### config.mk
export PLATFORM = sky130hd
export DESIGN_NAME = tamper_detector
export DESIGN_NICKNAME = d
export VERILOG_FILES = /design/src/rtl/tamper_pkg.sv /design/src/rtl/tamper_sync.sv /design/src/rtl/tamper_edge.sv /design/src/rtl/tamper_collect.sv /design/src/rtl/tamper_detector.sv
export SDC_FILE = /design/constraint.sdc
export NUM_CORES = 1
export LEC_CHECK = 0
export BUFFER_PORTS_ARGS = -buffer_cell sky130_fd_sc_hd__buf_2
export CAP_MARGIN = 5
export CORE_MARGIN = 2
export CORE_UTILIZATION = 51
export CTS_BUF_LIST = sky130_fd_sc_hd__clkbuf_8
export DETAILED_ROUTE_END_ITERATION = 6
export GPL_TIMING_DRIVEN = 0
export HOLD_SLACK_MARGIN = 0.08
export PLACE_DENSITY = 0.8
export SLEW_MARGIN = 5
export SYNTH_ARGS = -nofsm -noshare
export SYNTH_HDL_FRONTEND = slang
export SYNTH_SLANG_ARGS = --single-unit
### constraint.sdc
create_clock -name clk -period 1.7 [get_ports clk]
set_input_delay 0.34 -clock clk [delete_from_list [all_inputs] [get_ports clk]]
set_output_delay 0.34 -clock clk [all_outputs]
set_load 0.005 [all_outputs]
### src/rtl/tamper_pkg.sv
// Shared types for the tamper detector: per-pin action encoding and helper.
package tamper_pkg;

    // Two-bit per-pin action code; codes other than WAKE disable the pin.
    typedef enum logic [1:0] {
        TACT_OFF   = 2'b00,
        TACT_WAKE  = 2'b01,
        TACT_RSV2  = 2'b10,
        TACT_RSV3  = 2'b11
    } tamp_act_e;

    // True when an action code enables detection.
    function automatic logic act_is_wake(input logic [1:0] code);
        return code == TACT_WAKE;
    endfunction

endpackage

### src/rtl/tamper_sync.sv
// Multi-flop synchronizer for one asynchronous pin level.
// Assumes STAGES >= 2; the output resets to 0 and lags the input by STAGES edges.
module tamper_sync #(
    parameter int STAGES = 2
) (
    input  logic clk,
    input  logic rst_n,
    input  logic d_async,
    output logic q_sync
);
    logic [STAGES-1:0] chain_q;

    // Shift the raw level through the flop chain.
    always_ff @(posedge clk) begin
        if (!rst_n) chain_q <= '0;
        else        chain_q <= {chain_q[STAGES-2:0], d_async};
    end

    assign q_sync = chain_q[STAGES-1];
endmodule

### src/rtl/tamper_edge.sv
// Polarity-selected edge detector for one synchronized tamper pin.
// The previous-level register follows the pin at all times, even when the
// pin is off, so that switching to wake cannot report a stale level.
// Detection is allowed only when the pin was armed in the previous cycle
// and is still in wake now; arming also waits for the global settle flag.
module tamper_edge
    import tamper_pkg::*;
(
    input  logic       clk,
    input  logic       rst_n,
    input  logic       settled,
    input  logic       level,
    input  logic       pol_rise,
    input  logic [1:0] act,
    output logic       hit
);
    logic prev_q;
    logic armed_q;
    logic wake_now;
    logic rise_seen;
    logic fall_seen;

    assign wake_now  = act_is_wake(act);
    assign rise_seen = level & ~prev_q;
    assign fall_seen = ~level & prev_q;

    // Track the last synchronized level regardless of action.
    always_ff @(posedge clk) begin
        if (!rst_n) prev_q <= 1'b0;
        else        prev_q <= level;
    end

    // Arm one cycle after the pin is in wake and the inputs have settled.
    always_ff @(posedge clk) begin
        if (!rst_n) armed_q <= 1'b0;
        else        armed_q <= settled & wake_now;
    end

    // Qualify the edge with polarity, arming and the current action.
    always_comb begin
        hit = 1'b0;
        if (armed_q && wake_now) begin
            hit = pol_rise ? rise_seen : fall_seen;
        end
    end
endmodule

### src/rtl/tamper_collect.sv
// Sticky collector: merges per-source hits into one flag and a status vector.
// A new hit in the same cycle as a clear wins over the clear.
module tamper_collect #(
    parameter int N_SRC = 6
) (
    input  logic             clk,
    input  logic             rst_n,
    input  logic [N_SRC-1:0] hits,
    input  logic             clr,
    output logic             flag,
    output logic [N_SRC-1:0] status
);
    logic [N_SRC-1:0] status_nxt;

    // Keep old sources unless cleared, then add the new ones.
    always_comb begin
        status_nxt = hits | (clr ? '0 : status);
    end

    // Register status and derive the flag from the same next value.
    always_ff @(posedge clk) begin
        if (!rst_n) begin
            status <= '0;
            flag   <= 1'b0;
        end else begin
            status <= status_nxt;
            flag   <= |status_nxt;
        end
    end
endmodule

### src/rtl/tamper_detector.sv
// Top of the multi-input tamper detector.
// Per pin: synchronizer, then polarity/action qualified edge detector.
// The internal event source is gated by evt_en. All hits feed one sticky
// collector that drives the flag, the interrupt request and the status.
// Assumes flag_clr, evt_strobe and the settings are synchronous to clk.
module tamper_detector
    import tamper_pkg::*;
#(
    parameter int NUM_PINS    = 5,
    parameter int SYNC_STAGES = 2
) (
    input  logic                  clk,
    input  logic                  rst_n,
    input  logic [NUM_PINS-1:0]   pin_raw,
    input  logic                  evt_strobe,
    input  logic [NUM_PINS-1:0]   pin_pol,
    input  logic [2*NUM_PINS-1:0] pin_act,
    input  logic                  evt_en,
    input  logic                  flag_clr,
    output logic                  tamper_flag,
    output logic                  tamper_irq,
    output logic [NUM_PINS:0]     src_status
);
    localparam int N_SRC    = NUM_PINS + 1;
    localparam int SETTLE   = SYNC_STAGES + 1;
    localparam int CNT_W    = $clog2(SETTLE + 1);
    localparam logic [CNT_W-1:0] SETTLE_C = CNT_W'(SETTLE);

    logic [CNT_W-1:0]    settle_cnt_q;
    logic                settled;
    logic [NUM_PINS-1:0] pin_sync;
    logic [N_SRC-1:0]    hit_vec;

    // Count cycles after reset until synchronizers and edge history are valid.
    always_ff @(posedge clk) begin
        if (!rst_n)                 settle_cnt_q <= '0;
        else if (!settled)          settle_cnt_q <= settle_cnt_q + 1'b1;
    end

    assign settled = (settle_cnt_q == SETTLE_C);

    genvar gi;
    generate
        for (gi = 0; gi < NUM_PINS; gi++) begin : g_pin
            tamper_sync #(
                .STAGES (SYNC_STAGES)
            ) u_sync (
                .clk     (clk),
                .rst_n   (rst_n),
                .d_async (pin_raw[gi]),
                .q_sync  (pin_sync[gi])
            );

            tamper_edge u_edge (
                .clk      (clk),
                .rst_n    (rst_n),
                .settled  (settled),
                .level    (pin_sync[gi]),
                .pol_rise (pin_pol[gi]),
                .act      (pin_act[2*gi +: 2]),
                .hit      (hit_vec[gi])
            );
        end
    endgenerate

    // Internal event source, enabled by its own bit.
    assign hit_vec[NUM_PINS] = evt_en & evt_strobe;

    tamper_collect #(
        .N_SRC (N_SRC)
    ) u_collect (
        .clk    (clk),
        .rst_n  (rst_n),
        .hits   (hit_vec),
        .clr    (flag_clr),
        .flag   (tamper_flag),
        .status (src_status)
    );

    assign tamper_irq = tamper_flag;
endmodule

# Word-level counts from Yosys, hierarchy flattened
# Index checks and enable logic that the tools add are counted.
[op_classes] n_bitwise=27 muxes=11 n_addsub=1 eq_ne=6 reduce_logical=6
[op_table] operator="AND 1 bit" count=16
[op_table] operator="== test 2 x 1 -> 1 bit, second input constant" count=5
[op_table] operator="2-to-1 mux 1 bit" count=10
[op_table] operator="inverter 1 bit" count=10
[op_table] operator="2-to-1 mux 6 bit" count=1
[op_table] operator="OR 6 bit" count=1
[op_table] operator="OR reduction 6 bit" count=1
[op_table] operator="logical AND 1 bit" count=5
[op_table] operator="adder 2 x 1 -> 2 bit, second input constant" count=1
[op_table] operator="== test 2 bit, second input constant" count=1
[word_totals] wordCells=69 in_bits=25 reg_bits=29

# Longest topological paths before layout
# Gate-level depths: netlist of run 1.
[logic_depth] ltp_word=6 ltp_mapped=4 ltp_nobuf=4

# By module
# A second synthesis of run 1 with hierarchy kept.
[hier_totals] hier_cells=94 area_unflattened_um2=1061.0
[modules_own_cells] module="tamper_edge" cells_per_inst=8 instances=5 area_each_um2=86.3 seq_area_each_um2=40.0
[modules_own_cells] module="tamper_sync" cells_per_inst=4 instances=5 area_each_um2=52.6 seq_area_each_um2=40.0
[modules_own_cells] module="tamper_collect" cells_per_inst=24 instances=1 area_each_um2=256.5 seq_area_each_um2=140.1
[modules_own_cells] module="tamper_detector" cells_per_inst=10 instances=1 area_each_um2=110.1 seq_area_each_um2=40.0

# Worst setup path after synthesis of run 1
# No wires, ideal clock.
[synth_timing] path_type="input-to-reg" startpoint="input port pin_pol[2]" endpoint="register u_collect.flag" setup_ns=0.077 t_arrival_ns=1.079 setup_slack_ns=0.543 stages=4 cell_sequence="or3b_1 a21oi_2 nor4_1 a41oi_2"
[synth_via] elab_chain_cells=4
[synth_rtl] item="start: declaration" line="tamper_detector.sv:16" text="input logic [NUM_PINS-1:0] pin_pol,"
[synth_rtl] item="2-to-1 mux 1 bit" line="tamper_edge.sv:43" text="hit = pol_rise ? rise_seen : fall_seen;"
[synth_rtl] item="2-to-1 mux 1 bit" line="tamper_edge.sv:42" text="if (armed_q && wake_now) begin"
[synth_rtl] item="OR 6 bit" line="tamper_collect.sv:17" text="status_nxt = hits | (clr ? '0 : status);"
[synth_rtl] item="OR reduction 6 bit" line="tamper_collect.sv:27" text="flag <= |status_nxt;"
[synth_rtl] item="end signal: assignment" line="tamper_collect.sv:27"
[synth_rtl] item="end: declaration" line="tamper_collect.sv:10" text="output logic flag,"
# Every way passes these cells.
# A chain may end at the register's enable or synchronous reset.

# Final worst setup path of run 1
[layout_timing] startpoint="register g_pin[2].u_sync.chain_q[1]" endpoint="register u_collect.flag"
[layout_via] elab_chain_cells=6 word_cells_on_any_way=7 classes_between="mux (2); bitwise (4); reduce/logical (1)"
[layout_rtl] item="start: declaration" line="tamper_sync.sv:11" text="logic [STAGES-1:0] chain_q;"
[layout_rtl] item="start signal: assignment" line="tamper_sync.sv:16" text="else chain_q <= {chain_q[STAGES-2:0], d_async};"
[layout_rtl] item="inverter 1 bit" line="tamper_edge.sv:25" text="assign fall_seen = ~level & prev_q;"
[layout_rtl] item="AND 1 bit" line="tamper_edge.sv:25"
[layout_rtl] item="2-to-1 mux 1 bit *" line="tamper_edge.sv:43"
[layout_rtl] item="2-to-1 mux 1 bit *" line="tamper_edge.sv:42"
[layout_rtl] item="OR 6 bit *" line="tamper_collect.sv:17"
[layout_rtl] item="OR reduction 6 bit *" line="tamper_collect.sv:27"
# Every way passes the cells marked *; elsewhere a longest branch is shown, timed or not.

==> results.py, run 1 <==
metrics = {
    "drt": {
        "dr.pass1.iters": 4,
        "post-route-drc-count": 0,
        "vias": 800,
        "vias_per_cell": 4.82,
        "drt_iter0_markers": 12,
        "ant_nets": 0,
        "wl_um": 1830,
        "wl_per_cell_um": 11.0,
    },
    "clock_network": {
        "cts_buffers": 5,
        "cts.path.max_buffers": 2,
        "cts_tree": "done",
        "clk_pin_slew_ns": 0.06,
        "postCtsHoldBufs": 0,
        "clock_sinks": 29,
        "h-tree-depth": 2,
        "clk_latency_ns": 0.28,
        "cts_resized": 0,
        "cts_root_buffer": "clkbuf_8",
        "cts_setup_buffers": 0,
    },
    "grt": {
        "grt_max_degree": 11,
        "grt-ovfl-total": 0,
        "grt_pass1_vias": 806,
        "antenna_found_initial": 0,
        "grt_first_pass_wirelength_um": 3200,
        "grtUsageTotal_pct": 18.1,
    },
    "pwr": {
        "clock_power_share_pct": 38.2,
        "power.switching_mw": 0.301,
        "internal_power_mw": 1.04,
        "power.total_mw": 1.34,
        "netSwitchingFraction_pct": 22.5,
        "peakVddDrop_uv": 664,
        "seq_power_share_pct": 54.1,
        "p_comb_share_pct": 7.7,
        "p_leak_nw": 0.565,
        "power_density_nw_per_um2": 1040,
    },
    "timing": {
        "hold_viol": 0,
        "slew_headroom_pct": 78.3,
        "finalCriticalPeriod_ns": 1.21,
        "worst_pin_slew_ns": 0.323,
        "fmax_mhz": 830,
        "setup-tns-final_ns": 0,
        "rsz0062_at_grt": "false",
        "setup_violations": 0,
        "fin_crit_sh_pct": 70.9,
        "clock_skew_ns": 0.00583,
        "slew_viol_final": 0,
    },
    "logic_synthesis": {
        "synth_edf_count": 0,
        "yosys_warnings": 0,
        "synthTopCellsByArea": "dfxtp_1, and2_1, nor2b_1",
        "synth_cell_types": 25,
        "synth_area_um2": 1020,
        "synth_top_cell_area_share_pct": 57.0,
        "synth.avg_cell_area_um2": 10.3,
        "ys_top_cells_by_count": "dfxtp_1, and2_1, nor2_1",
        "yosysMostFrequentCell": "dfxtp_1",
        "synthCells": 99,
        "synth_ff_type": "dfxtp_1",
        "async_flop_share_pct": 0,
        "ys_ff_latch": 29,
        "seq_area_frac_synth_pct": 57.0,
        "post-synth-top-area-cell": "dfxtp_1",
        "postSynthNetCount": 125,
    },
    "cells_and_area": {
        "num-nets-final": 164,
        "num_antenna_cells": 0,
        "area_delta_synth_final_pct": 26.9,
        "multiInputGateArea_um2": 419,
        "seq_area_um2": 581,
        "fill_cells": 171,
        "design_area_um2": 1290,
        "drive_above_1_share_pct": 30.2,
        "instances_no_fill": 166,
    },
    "setup_path": {
        "cp_max_fo": 3,
        "critPathArrivalTime_ns": 1.41,
        "r2r_cells": 4,
        "startpoint_type": "register",
        "required_ns": 1.91,
        "worst-setup-path-type": "reg2reg",
        "critPathCaptureType": "register",
    },
    "placement": {
        "gp_congestion": 0.735,
        "dp_cells": 158,
        "dpl-instance-area_um2": 1210,
        "dp_hpwl_um": 1390,
        "io_buffers": 32,
    },
    "worst_hold_path": {
        "hold_depth": 2,
        "hp-class": "in2reg",
    },
    "floorplan": {
        "initial_core_util_pct": 53.0,
        "die_h_um": 48.7,
        "die_w_um": 48.7,
        "dieArea_um2": 2370,
        "core_area_um2": 1920,
        "io_pins": 33,
        "fp-row-count": 16,
    },
    "flow_run": {
        "drv_cap": 0,
    },
    "status": {
        "status": "finished, final reports clean",
    },
}
-- critical path, stage by stage (launching register included) --
cell     delay (ns)
dfxtp_1        0.32
or3b_1         0.39
a21oi_2        0.17
nor4_1         0.08
a41oi_2        0.18
-- cell usage in the layout, fill, tap and decap left out, drive strengths merged, types with 4 or more instances in the layout --
master  count
buf        33
nand2       6
and2       15
dfxtp      29
clkbuf      6
nor2       10
nor2b       8
nand3b      4
inv         4
-- stage by stage --
| step | setup WS, ns | hold slack, ns | utilization, % |
|---|---|---|---|
| CTS | 0.482 | 0.229 | 67.3 |
| global route | 0.403 | 0.237 | 67.3 |
| floorplan | 0.543 | 0.412 | - |
| finish | 0.495 | 0.229 | 67.3 |
| detailed placement | 0.380 | 0.417 | 63.1 |
| global placement | 0.379 | 0.415 | 63.1 |
-- path summary, 6_finish.rpt --
path | from | end | slack [ns]
setup / recovery | g_pin[2].u_sync.chain_q[1]$_SDFF_PN0_ | u_collect.flag$_SDFF_PN0_ | 0.49
hold / removal | pin_act[5] | g_pin[2].u_edge.armed_q$_SDFF_PN0_ | 0.23
setup reg to reg | g_pin[2].u_sync.chain_q[1]$_SDFF_PN0_ | u_collect.flag$_SDFF_PN0_ | 0.49
hold reg to reg | g_pin[2].u_sync.chain_q[0]$_SDFF_PN0_ | g_pin[2].u_sync.chain_q[1]$_SDFF_PN0_ | 0.43
-- cell type report --
type | instances | area share [%]
flip-flops and latches | 29 | 44.9
clock inverters | 3 | 0.871
clock buffers | 5 | 5.32
repair buffers | 32 | 12.4
multi-input cells | 66 | 32.4
inverters | 2 | 0.581
well taps | 27 | 2.61
plain buffers | 2 | 0.871
-- metal layers --
metal,part of all wire [%],up-vias,wire length [um],GRT usage [%]
li1,-,411,-,-
met1,43,358,795,18.7
met2,47,27,864,30.8
met3,7.0,4,128,7.41
met4,2.1,0,39,10.0
met5,0,-,0,0
-- registers in the layout, summed over array words and instances, names as in the netlist --
register / count
g_pin.u_edge.armed_q: 5
u_collect.flag: 1
g_pin.u_edge.prev_q: 5
u_collect.status: 6
g_pin.u_sync.chain_q: 10
settle_cnt_q: 2
-- cells by family (layout without fill, tap and decap cells) --
kind of cell	count (synthesis)	after routing	synth area share, %
AOI/OAI and AO/OA	12	12	9.34
xor gates and xnor gates	1	1	0.860
adders and majority gates	1	1	1.23
buffers and inverters	4	44	1.84
DFF	29	29	57.0
muxes	1	1	0.983
and+or+nand+nor	51	51	28.7
-- power by group through the flow --
| stage | combinational, mW | sequential [mW] | clock, mW |
|---|---|---|---|
| 2_1_floorplan | 0.0581 | 0.736 | 0 |
| 4_1_cts | 0.104 | 0.724 | 0.519 |
| 5_1_grt | 0.119 | 0.727 | 0.552 |
| 3_3_place_gp | 0.0977 | 0.737 | 0 |
| 6_report | 0.103 | 0.724 | 0.512 |
| 3_5_place_dp | 0.103 | 0.739 | 0 |
(Power assumes the default switching activity.)
==> inputs of run 2 (changes only) <==
ABC_AREA = 1   (was not set)
CORE_UTILIZATION = 47   (was 51)
PLACE_DENSITY = 0.76   (was 0.8)
clock period = 1 ns   (was 1.7 ns; I/O delays follow)
==> run 2 against run 1 <==
  * Maximum frequency up 22%
  * Via count is 20% higher
  * First-iteration DRC count shrank 75%
  * Clock skew fell by 0.0033 ns
  * Global-route usage is 1.5 points lower
  * Count of clock-buffer cells in the layout is the same
  * Critical path depth rose by 5
  * Sequential share of layout area fell by 4.0 points
  * Non-clock buffer count unchanged
  * Design area rose by 12%
==> results.py, run 2 <==
metrics = {
    "setup_path": {
        "required_ns": 1.17,
        "critPathArrivalTime_ns": 1.16,
        "critPathCaptureType": "register",
        "cp_max_fo": 3,
        "crit_top_cell": "nand2_1",
        "max_stage_delay_ns": 0.33,
        "crit_chain": "inv_1, nand2_1, nand2_1, nand3_2, nand2_1, nor2_1, nand3_1, nand2_1, inv_1",
        "path_delay_family": "simple AND/OR/NAND/NOR gates",
        "startpoint_type": "register",
        "path_buf_inv": 2,
        "worst-setup-path-type": "reg2reg",
        "critical_path.slowest_cell": "dfxtp_2",
    },
    "floorplan": {
        "io_pins": 33,
        "die_h_um": 53.0,
        "die_w_um": 53.0,
        "dieArea_um2": 2810,
        "initial_core_util_pct": 50.5,
        "fp-row-count": 17,
        "core_area_um2": 2230,
    },
    "drt": {
        "ant_nets": 0,
        "post-route-drc-count": 0,
        "drt_iter0_markers": 3,
        "vias_per_cell": 4.29,
        "wl_um": 1910,
        "wl_per_cell_um": 8.53,
        "dr.pass1.iters": 4,
        "vias": 962,
    },
    "clock_network": {
        "clk_pin_slew_ns": 0.06,
        "h-tree-depth": 2,
        "cts_tree": "done",
        "cts.path.max_buffers": 2,
        "clock_sinks": 29,
        "cts_root_buffer": "clkbuf_8",
        "clk_latency_ns": 0.27,
        "cts_buffers": 5,
        "postCtsHoldBufs": 0,
    },
    "cells_and_area": {
        "regMostFlops": "g_pin.u_sync.chain_q",
        "drive_above_1_share_pct": 32.7,
        "final_cell_mix": "nand2_1, inv_1, buf_2",
        "area_delta_synth_final_pct": 28.1,
        "num_antenna_cells": 0,
        "final_common_cell": "nand2_1",
        "num-nets-final": 221,
        "largest_register_ffs": 10,
        "top_regs": "g_pin.u_sync.chain_q (10), u_collect.status (6)",
    },
    "pwr": {
        "peakVddDrop_uv": 1310,
        "power_density_nw_per_um2": 1610,
        "p_leak_nw": 0.828,
        "power.total_mw": 2.32,
    },
    "logic_synthesis": {
        "synth_cell_types": 16,
        "synth.avg_cell_area_um2": 7.18,
        "ys_top_cells_by_count": "nand2_1, inv_1, dfxtp_1",
        "synth_area_um2": 1130,
        "async_flop_share_pct": 0,
        "seq_area_frac_synth_pct": 51.5,
        "ys_ff_latch": 29,
        "post-synth-top-area-cell": "dfxtp_1",
        "synth_edf_count": 0,
        "postSynthNetCount": 183,
        "yosysMostFrequentCell": "nand2_1",
        "synth_top_cell_area_share_pct": 51.5,
        "synth_ff_type": "dfxtp_1",
        "synthTopCellsByArea": "dfxtp_1, nand2_1, inv_1",
        "yosys_warnings": 0,
        "synthCells": 157,
    },
    "timing": {
        "fmax_mhz": 1010,
        "slew_viol_final": 0,
        "finalCriticalPeriod_ns": 0.987,
        "clock_skew_ns": 0.00253,
        "slew_headroom_pct": 87.3,
        "rsz0062_at_grt": "true",
        "hold_viol": 0,
        "worst_pin_slew_ns": 0.191,
        "fin_crit_sh_pct": 98.7,
        "setup_violations": 0,
        "holdWs_ns": 0.110,
    },
    "placement": {
        "io_buffers": 31,
        "dp_hpwl_um": 1440,
        "gp_congestion": 0.705,
    },
    "grt": {
        "grt-ovfl-total": 0,
        "grtUsageTotal_pct": 16.5,
        "grt_first_pass_wirelength_um": 3190,
        "grt_max_degree": 11,
        "antenna_found_initial": 0,
        "grt_pass1_vias": 871,
    },
    "worst_hold_path": {
        "hp-class": "in2reg",
    },
    "status": {
        "status": "finished, final reports clean",
    },
    "flow_run": {
        "drv_cap": 0,
    },
}
[run 2: worst register-to-register path: cells and delay by family (launching register included)]
| family | cells | cell delay (ns) |
|---|---|---|
| buffers and inverters | 2 | 0.08 |
| AND/OR/NAND/NOR | 7 | 0.48 |
| flip-flops | 1 | 0.33 |
[run 2: cells by family after synthesis]
logic type | Yosys count | synth area share [%]
adder cells (fa/ha/maj) | 1 | 1.11
XOR/XNOR | 1 | 0.777
buffers and inverters | 46 | 16.4
flip-flops | 29 | 51.5
AND/OR/NAND/NOR | 71 | 25.6
AO/OA/AOI/OAI | 9 | 4.55
[run 2: layout make-up]
type | count | area [um^2]
sequential | 29 | 591
buffer | 2 | 16.3
timing repair buffer | 32 | 169
clock buffer | 5 | 68.8
inverter | 43 | 161
clock inverter | 3 | 11.3
tap | 28 | 35.0
fill | 217 | 790
multi-input combinational | 82 | 392
[run 2: per-layer routing]
metal,routed length [um],vias to the layer above,global-route usage (%)
met5,0,-,0
met4,40,0,8.97
met3,124,5,7.63
met2,946,26,30.0
met1,799,410,15.0
li1,-,521,-
[run 2: worst paths after layout]
check / startpoint / endpoint / slack [ns] / cells after the start
hold reg to reg: g_pin[2].u_sync.chain_q[0]$_SDFF_PN0_ / g_pin[2].u_sync.chain_q[1]$_SDFF_PN0_ / 0.41 / 2
hold / removal: pin_raw[0] / g_pin[0].u_sync.chain_q[0]$_SDFF_PN0_ / 0.11 / 3
setup / recovery: g_pin[4].u_sync.chain_q[1]$_SDFF_PN0_ / u_collect.flag$_SDFF_PN0_ / 0.01 / 9
setup reg to reg: g_pin[4].u_sync.chain_q[1]$_SDFF_PN0_ / u_collect.flag$_SDFF_PN0_ / 0.01 / 9
[run 2: where the power goes]
part / switching, mW / total (mW) / internal [mW] / leakage [nW]
clock network: 0.390 / 0.851 / 0.461 / 0.0519
logic: 0.117 / 0.225 / 0.108 / 0.536
registers: 0.0298 / 1.25 / 1.22 / 0.240
[run 2: repair_timing]
action	in CTS	in global routing
endpoints found under the setup margin	2	7
gates resized for setup	6	17
pin swaps	0	8
setup buffers	0	1
[run 2: through the flow]
step	worst slack (ns)	instance area [um^2]	instances	setup TNS [ns]	utilization, %
2_1_floorplan	0.0938	1130	157	0	-
3_3_place_gp	0.0179	1320	216	0	59.0
3_5_place_dp	-0.00326	1320	216	-0.00326	59.0
4_1_cts	0.00646	1400	223	0	62.8
5_1_grt	-0.0824	1440	224	-0.0824	64.6
6_report	0.0127	1440	224	0	64.6
